`config.mk`:
```
export PLATFORM = sky130hd
export DESIGN_NAME = irc_carrier_gen
export DESIGN_NICKNAME = d
export VERILOG_FILES = /design/src/rtl/irc_pkg.sv /design/src/rtl/irc_phase_dp.sv /design/src/rtl/irc_burst_ctrl.sv /design/src/rtl/irc_carrier_gen.sv
export SDC_FILE = /design/constraint.sdc
export NUM_CORES = 1
export LEC_CHECK = 0
export BUFFER_PORTS_ARGS = -buffer_cell sky130_fd_sc_hd__buf_4
export CAP_MARGIN = 30
export CELL_PAD_IN_SITES_DETAIL_PLACEMENT = 1
export CELL_PAD_IN_SITES_GLOBAL_PLACEMENT = 1
export CORE_UTILIZATION = 50
export DETAILED_ROUTE_END_ITERATION = 16
export PLACE_DENSITY = 0.82
export SYNTH_ARGS = -nofsm -noshare
export SYNTH_HDL_FRONTEND = slang
export SYNTH_HIERARCHICAL = 1
export SYNTH_SLANG_ARGS = --single-unit
```
`constraint.sdc`:
```
create_clock -name clk -period 8.3 [get_ports clk]
set_clock_uncertainty 0.15 [all_clocks]
set_input_delay 0 -clock clk [delete_from_list [all_inputs] [get_ports clk]]
set_output_delay 0 -clock clk [all_outputs]
set_load 0.05 [all_outputs]
```
`src/rtl/irc_pkg.sv`:
```
package irc_pkg;

  localparam int unsigned NUM_CARRIERS = 4;

  // Carrier table indexed by the frequency select code.
  localparam int unsigned CARRIER_HZ [NUM_CARRIERS] = '{36000, 38000, 40000, 56000};

  // Strobes from the burst control to the phase datapath.
  typedef struct packed {
    logic startBurst;  // clear accumulator, capture frequency choice
    logic run;         // advance accumulator this clock
  } dpCtrl_t;

  // Phase increment for an overflow rate of twice the carrier frequency.
  function automatic longint unsigned calcInc(longint unsigned carrierHz,
                                              longint unsigned clkHz,
                                              int unsigned accW);
    longint unsigned num;
    num = (2 * carrierHz) << accW;
    return (num + clkHz / 2) / clkHz;
  endfunction

endpackage

```
`src/rtl/irc_phase_dp.sv`:
```
module irc_phase_dp
  import irc_pkg::*;
#(
  parameter int unsigned CLK_HZ = 50_000_000,
  parameter int unsigned ACC_W  = 32
) (
  input  logic       clk,
  input  logic       rstN,
  input  logic [1:0] freqSel,
  input  dpCtrl_t    dpCtrl,
  output logic       tick,
  output logic [1:0] selLatched
);

  logic [ACC_W-1:0] incTbl [NUM_CARRIERS];
  logic [ACC_W-1:0] acc;
  logic [ACC_W:0]   sum;

  for (genvar g = 0; g < NUM_CARRIERS; g++) begin : g_inc
    assign incTbl[g] = ACC_W'(calcInc(longint'(CARRIER_HZ[g]), longint'(CLK_HZ), ACC_W));
  end

  assign sum  = {1'b0, acc} + {1'b0, incTbl[selLatched]};
  assign tick = dpCtrl.run & sum[ACC_W];

  always_ff @(posedge clk or negedge rstN) begin
    if (!rstN) begin
      acc        <= '0;
      selLatched <= '0;
    end else if (dpCtrl.startBurst) begin
      acc        <= '0;
      selLatched <= freqSel;
    end else if (dpCtrl.run) begin
      acc <= sum[ACC_W-1:0];
    end
  end

endmodule

```
`src/rtl/irc_burst_ctrl.sv`:
```
module irc_burst_ctrl
  import irc_pkg::*;
#(
  parameter int unsigned CNT_W = 6
) (
  input  logic             clk,
  input  logic             rstN,
  input  logic             startReq,
  input  logic [CNT_W-1:0] burstLen,
  input  logic             gate,
  input  logic             tick,
  output dpCtrl_t          dpCtrl,
  output logic             carrier,
  output logic             busy,
  output logic             done
);

  logic             gateMode;
  logic [CNT_W-1:0] cyclesLeft;
  logic             launchCount;
  logic             launchGate;
  logic             lastCycle;

  assign launchCount = !busy && startReq && (burstLen != '0);
  assign launchGate  = !busy && !launchCount && gate;
  assign lastCycle   = gateMode ? !gate : (cyclesLeft == CNT_W'(1));

  assign dpCtrl.startBurst = launchCount | launchGate;
  assign dpCtrl.run        = busy;

  always_ff @(posedge clk or negedge rstN) begin
    if (!rstN) begin
      carrier    <= 1'b0;
      busy       <= 1'b0;
      done       <= 1'b0;
      gateMode   <= 1'b0;
      cyclesLeft <= '0;
    end else begin
      done <= 1'b0;
      if (!busy) begin
        if (launchCount) begin
          busy       <= 1'b1;
          carrier    <= 1'b1;
          gateMode   <= 1'b0;
          cyclesLeft <= burstLen;
        end else if (launchGate) begin
          busy       <= 1'b1;
          carrier    <= 1'b1;
          gateMode   <= 1'b1;
          cyclesLeft <= '0;
        end
      end else if (tick) begin
        if (carrier) begin
          carrier <= 1'b0;
        end else if (lastCycle) begin
          busy <= 1'b0;
          done <= 1'b1;
        end else begin
          carrier    <= 1'b1;
          cyclesLeft <= cyclesLeft - CNT_W'(1);
        end
      end
    end
  end

endmodule

```
`src/rtl/irc_carrier_gen.sv`:
```
module irc_carrier_gen
  import irc_pkg::*;
#(
  parameter int unsigned CLK_HZ = 50_000_000,
  parameter int unsigned ACC_W  = 32,
  parameter int unsigned CNT_W  = 6
) (
  input  logic             clk,
  input  logic             rstN,
  input  logic [1:0]       freqSel,
  input  logic             gate,
  input  logic             start,
  input  logic [CNT_W-1:0] burstLen,
  output logic             busy,
  output logic             done,
  output logic             carrier
);

  dpCtrl_t    dpCtrl;
  logic       tick;
  logic [1:0] selLatched;

  irc_phase_dp #(.CLK_HZ(CLK_HZ), .ACC_W(ACC_W)) phase_i (
    .clk        (clk),
    .rstN       (rstN),
    .freqSel    (freqSel),
    .dpCtrl     (dpCtrl),
    .tick       (tick),
    .selLatched (selLatched)
  );

  irc_burst_ctrl #(.CNT_W(CNT_W)) ctrl_i (
    .clk      (clk),
    .rstN     (rstN),
    .startReq (start),
    .burstLen (burstLen),
    .gate     (gate),
    .tick     (tick),
    .dpCtrl   (dpCtrl),
    .carrier  (carrier),
    .busy     (busy),
    .done     (done)
  );

endmodule

```
* Word-level counts from Yosys, hierarchy flattened
Cells that the tools add are included.
** Storage, ports and cells
- Flip-flop bits (word level) :: 44
- Input port bits :: 12
- Output and inout bits :: 3
- Word-level logic and storage cells :: 60
** Cells by class
- Add/subtract/negate cells :: 2
- Magnitude comparators :: 1
- Equal/unequal tests :: 4
- Mux-type cells :: 28
- Bitwise logic cells :: 4
- Reductions and logical operators :: 14
** Operators with widths (number)
- 32-bit two-way mux :: 4
- 32-bit binary-select mux with 2-bit select :: 1
- 6-bit two-way mux :: 6
- 32-bit by 32-bit adder with 33-bit output :: 1
- 1-bit two-way mux :: 17
- 6-bit by 1-bit == test with 1-bit output, second input constant :: 1
- 6-bit nonzero test :: 1
- 6-bit by 1-bit subtractor with 6-bit output, second input constant :: 1
- 1-bit logical AND :: 4
- 2-bit inequality test, second input constant :: 2
- 2-bit AND reduction :: 2
- 4-bit AND reduction :: 1
- 2-bit nonzero test :: 2
- 3-bit greater-or-equal comparator, second input constant :: 1
- 1-bit logical NOT :: 3
- 2-bit inverter with 3-bit output :: 1
- 3-bit nonzero test :: 1
- 2-bit by 1-bit inequality test with 1-bit output, second input constant :: 1
- 1-bit bitwise AND :: 1
- 1-bit inverter :: 1
- 1-bit bitwise OR :: 1

* Longest topological paths before layout
- Word-level depth :: 9
- Depth in mapped cells :: 18

* Modules after synthesis
The synthesis kept the hierarchy.
** Modules (own cells, without submodules)
- irc_phase_dp :: times used 1, cells each 315, area each 2854.0 sq um, seq. area each 850.8 sq um
- irc_burst_ctrl :: times used 1, cells each 68, area each 620.6 sq um, seq. area each 250.2 sq um

* Worst setup path before layout
No wires, ideal clock.
- Path type :: register to register
- Start :: reg phase_i.selLatched[0]
- End :: reg ctrl_i.cyclesLeft[5]
- Library setup time :: 0.069 ns
- Data arrival time :: 3.784 ns
- Path slack :: 4.297 ns
- Cell stages (with the launch flop) :: 18
- Path buffers :: 0
- Clock period less this slack :: 4.003 ns
- Path through :: dfrtp_1 inv_1 ha_1 inv_1 ha_1 inv_1 fa_1 nand3b_1 a21oi_2 o211a_4 o211ai_4 o221a_4 nor3b_1 nand2_1 o21a_1 a211o_1 or4b_1 nand3_1
** On the way
- Word-level cells in the longest chain between the ends :: 8
** Ends and longest elaborated chain
- start, declared :: line irc_phase_dp.sv:12 : output logic [1:0] selLatched
- start signal, assigned :: line irc_phase_dp.sv:32 : selLatched <= freqSel;
- 2-bit inverter with 3-bit output (not written as such) :: line irc_phase_dp.sv:23 : assign sum = {1'b0, acc} + {1'b0, incTbl[selLatched]};
- 32-bit binary-select mux with 2-bit select :: line irc_phase_dp.sv:23
- 32-bit two-way mux (not written as such) (2 in a row) :: line irc_phase_dp.sv:23
- 32-bit by 32-bit adder with 33-bit output :: line irc_phase_dp.sv:23
- 1-bit bitwise AND :: line irc_phase_dp.sv:24 : assign tick = dpCtrl.run & sum[ACC_W];
- named net tick :: line irc_carrier_gen.sv:20 : logic tick;
- 2-bit by 1-bit inequality test with 1-bit output (no line)
- 4-bit AND reduction (no line)
- end signal, assigned :: line irc_burst_ctrl.sv:45 : cyclesLeft <= burstLen;
- end signal, assigned :: line irc_burst_ctrl.sv:60 : cyclesLeft <= cyclesLeft - CNT_W'(1);
- end, declared :: line irc_burst_ctrl.sv:19 : logic [CNT_W-1:0] cyclesLeft;
The timed path passes the listed nets, and every way through them passes these cells. The select of a mux whose other input is x is not followed.
A chain may end at the register's enable or synchronous reset.

* Worst setup path in the final report
Ends and elaborated chain as after synthesis.

==> flow_summary.rst <==
.. list-table::
   :header-rows: 1

   * - Metric
     - Value
   * - Distinct cell type count of the synthesized netlist
     - 69
   * - Maximum count of clock buffers along a single path
     - 2
   * - Number of global-route vias before repair
     - 3245
   * - Mapped cell area
     - roughly 0.0035 sq mm
   * - CP cell instances
     - inv_1 -> ha_1 -> inv_1 -> ha_1 -> inv_1 -> fa_1 -> nand3b_1 -> a21oi_2 -> o211a_4 -> o211ai_4 -> o221a_4 -> nor3b_1 -> nand2_1 -> o21a_1 -> a211o_1 -> or4b_1 -> nand3_1
   * - Sequential Area
     - 0.001101 sq mm
   * - Number of max-cap violations
     - 0
   * - Combined global-route utilization of all metal layers
     - 0.2779
   * - Biggest area consumer among synthesized cells
     - dfrtp_1
   * - Top cells by area, synth
     - dfrtp_1 (32%), ha_1 (12%), a21oi_1 (4.5%)
   * - PD cells
     - 415.5 mW/mm^2
   * - Width of the die
     - 85.36 microns
   * - Maximum resistive drop on vdd
     - 0.2454 mV
   * - Switching power
     - 0.7359 mW
   * - Setup crit end kind
     - flip-flop
   * - Number of buffer and inverter stages on the critical path
     - 3
   * - Synth Net Count
     - 428
   * - Largest driver fanout on the critical path
     - 12
   * - Crit path max-delay family
     - compound AO/OA/AOI/OAI gates
   * - Design Area, Final
     - 0.003809 sq mm
   * - Row cnt
     - 30
   * - Worst path most repeated cell
     - inv_1
   * - Final setup vio count
     - 0
   * - Highest-count cells in the layout ignoring fill and taps
     - dfrtp_1 (44), nor2_1 (32), ha_1 (32)
   * - Max Clk Rate
     - 214.0 MHz
   * - Initial antenna violation count
     - 0
   * - Post-route antenna net violation count
     - 0
   * - Worst reg-to-reg path cell count
     - 17
   * - Routability congestion estimate from global placement
     - 0.8799
   * - Levels on crit path
     - 17
   * - Post-DP Area
     - 0.003593 sq mm
   * - Root buf cell
     - clkbuf_8
   * - Launch point of the worst reg-to-reg path
     - phase_i/selLatched[0]
   * - Overflow after GRT
     - 0
   * - Share of cells above drive strength 1
     - 0.09701
   * - Setup TNS after final layout
     - 0 ns
   * - Multi-input logic area
     - 0.002201 sq mm
   * - Reg2reg end
     - ctrl_i/cyclesLeft[5]
   * - Vertical die dimension
     - approximately 85 microns
   * - Most common library cell in the layout ignoring fill and taps
     - dfrtp_1
   * - Clock share of power
     - 0.110
   * - Final Util
     - 0.5637
   * - WL final
     - between 9000 and 10000 microns
   * - Critical Path Max Stage Delay
     - 0.57 ns
   * - Sequential Power Share
     - 0.245
   * - Starting density of the core
     - 0.5143
   * - Number of clock sinks
     - 44
   * - Yosys warnings
     - 6
   * - Category of the most critical setup path
     - flip-flop to flip-flop
   * - Leak
     - approximately 1.7 nW
   * - Cells after synthesis
     - 383
   * - Buffers inserted during post-CTS setup optimization
     - 0
   * - Flip-flop and latch count after synthesis
     - 44
   * - Drt wl/cell
     - 20.21 microns
   * - Register-to-register setup slack
     - ~3.6 ns
   * - Core area
     - 0.006756 sq mm
   * - Hold Violations, Final
     - 0
   * - Number of diodes
     - 0
   * - Number of DRC markers after the initial detailed-route iteration
     - 121
   * - Clock tree from TritonCTS
     - built
   * - Type of element launching the critical path
     - flip-flop
   * - Transition at the pin with the smallest max-transition slack
     - ~0.9 ns
   * - Area share of the largest cell type after synthesis
     - 0.3169
   * - Sequential area share after synthesis
     - 0.3169
   * - Net count, final
     - ~450
   * - Synthesized area divided by synthesized cell count
     - 9.072 sq um
   * - Unrepaired setup endpoints after global routing
     - false
   * - Count of flip-flops with a built-in enable after synthesis
     - 0
   * - Net switching fraction of the power
     - 0.4650
   * - Filler Cells Inserted
     - about 800
   * - Period minus WS final
     - about 4.7 ns
   * - Part of the total power dissipated in combinational logic
     - 0.645
   * - Clock-pin transition on the worst setup and hold timing paths
     - 0.10 ns
   * - Number of design rule violations left after detail routing
     - 0
   * - Pin count of the biggest net entering global routing
     - 45
   * - Number of slew-limit violations in the final report
     - 0
   * - Result of the run
     - completed
   * - Critical path data arrival time
     - 4.77 ns
   * - Cell with the largest stage delay on the worst path
     - or4b_1
   * - Fraction of registers with async set or reset after synthesis
     - 1.000
   * - Type of the tightest min-delay check
     - input port to asynchronous set/reset pin
   * - Buffers added on ports
     - 14
   * - Number of vias per cell
     - 6.434
   * - H-tree depth
     - 2
   * - First-pass GRT wire length
     - 15790 microns
   * - Via count
     - 3101
   * - Hold Slack
     - approximately 0.084 ns
   * - Slew HR
     - 0.4151
   * - Post-detail-place hpwl
     - around 7000 microns
   * - Synth-to-Final Area Change
     - 9.615%
   * - Required time at the endpoint of the critical path
     - about 8.4 ns
   * - Latest clock arrival within the worst-skew pair
     - 0.31 ns
   * - Most used flip-flop cell after synthesis
     - dfrtp_1
   * - Die area
     - 0.007286 sq mm
   * - Internal cell power
     - 0.8468 mW
   * - Number of iterations in the first detailed-routing pass
     - 4
   * - I/O Pins
     - 15
   * - Number of buffers added by the clock tree synthesis step
     - 5
   * - Period utilisation layout
     - 0.5629
power groups by stage:
stage / registers [mW] / clock network [mW] / logic, mW
floorplan: 0.356 / 0 / 0.808
global placement: 0.385 / 0 / 0.958
global route: 0.396 / 0.186 / 1.13
CTS: 0.385 / 0.178 / 1.02
detailed placement: 0.389 / 0 / 1.00
finish: 0.387 / 0.174 / 1.02
area by class of cell:
type                       instances  area share
multi-input combinational        305      0.5779
sequential                        44      0.2891
timing repair buffer              26     0.05782
tap                               80     0.02628
inverter                          19     0.01873
clock buffer                       5     0.01807
clock inverter                     3     0.01216
worst max-delay path by stage:
| stage | slack [ns] | end | start |
|---|---|---|---|
| final | 3.63 | ctrl_i/cyclesLeft[5] | phase_i/selLatched[0] |
| after global routing | 3.39 | ctrl_i/cyclesLeft[5] | phase_i/selLatched[0] |
| after CTS | 3.65 | ctrl_i/cyclesLeft[5] | phase_i/selLatched[0] |
| after detailed placement | 3.68 | ctrl_i/cyclesLeft[5] | phase_i/selLatched[0] |
| after global placement | 3.94 | ctrl_i/cyclesLeft[5] | phase_i/selLatched[0] |
| after floorplan | 4.30 | ctrl_i/cyclesLeft[5] | phase_i/selLatched[0] |
worst reg2reg max path: stages (launching register included):
cell and delay (ns):
dfrtp_1 0.47, inv_1 0.18, ha_1 0.39, inv_1 0.18
ha_1 0.20, inv_1 0.06, fa_1 0.40, nand3b_1 0.22
a21oi_2 0.18, o211a_4 0.22, o211ai_4 0.12, o221a_4 0.31
nor3b_1 0.20, nand2_1 0.09, o21a_1 0.14, a211o_1 0.42
or4b_1 0.57, nand3_1 0.11
cells in the mapped netlist, types with 7 or more instances:
cell type / count
dfrtp_1: 44
ha_1: 32
nor2_1: 32
a21oi_1: 31
nand2_1: 27
inv_1: 18
o21ai_0: 16
xor2_1: 14
a21o_1: 9
xnor2_1: 9
mux2i_1: 8
nand3_1: 8
nor3_1: 8
a22o_1: 7
metal layers:
layer,wire (microns),up-vias,track usage
met1,4164,1565,0.3354
met3,316,26,0.03891
met5,0,-,0
met4,272,0,0.1121
met2,4985,64,0.4985
li1,-,1446,-
kinds of logic after synthesis:
group	share of synthesized area
and+or+nand+nor	0.1779
AOI/OAI and AO/OA	0.2423
DFF	0.3169
buffers and inverters	0.04969
adders and majority gates	0.1210
xor gates and xnor gates	0.06590
muxes	0.02629
metrics by stage:
stage / power [mW] / setup slack, ns / cells
after floorplan: 1.164 / 4.297 / 383
after global placement: 1.343 / 3.941 / 464
after detailed placement: 1.392 / 3.684 / 464
after CTS: 1.579 / 3.649 / 482
after global routing: 1.710 / 3.388 / 482
final: 1.583 / 3.628 / 482
repair_timing:
item                                    CTS  global route
hold buffers                             10             0
resized for setup                         0             0
endpoints found under the hold margin    55             0
endpoints found under the setup margin    0             0
registers in the layout, summed over array words and instances, names as in the netlist:
| signal | flops |
|---|---|
| ctrl_i/busy | 1 |
| ctrl_i/gateMode | 1 |
| phase_i/acc | 32 |
| ctrl_i/cyclesLeft | 6 |
| phase_i/selLatched | 2 |
| ctrl_i/carrier | 1 |
| ctrl_i/done | 1 |
Power figures use the tool's default switching activity.
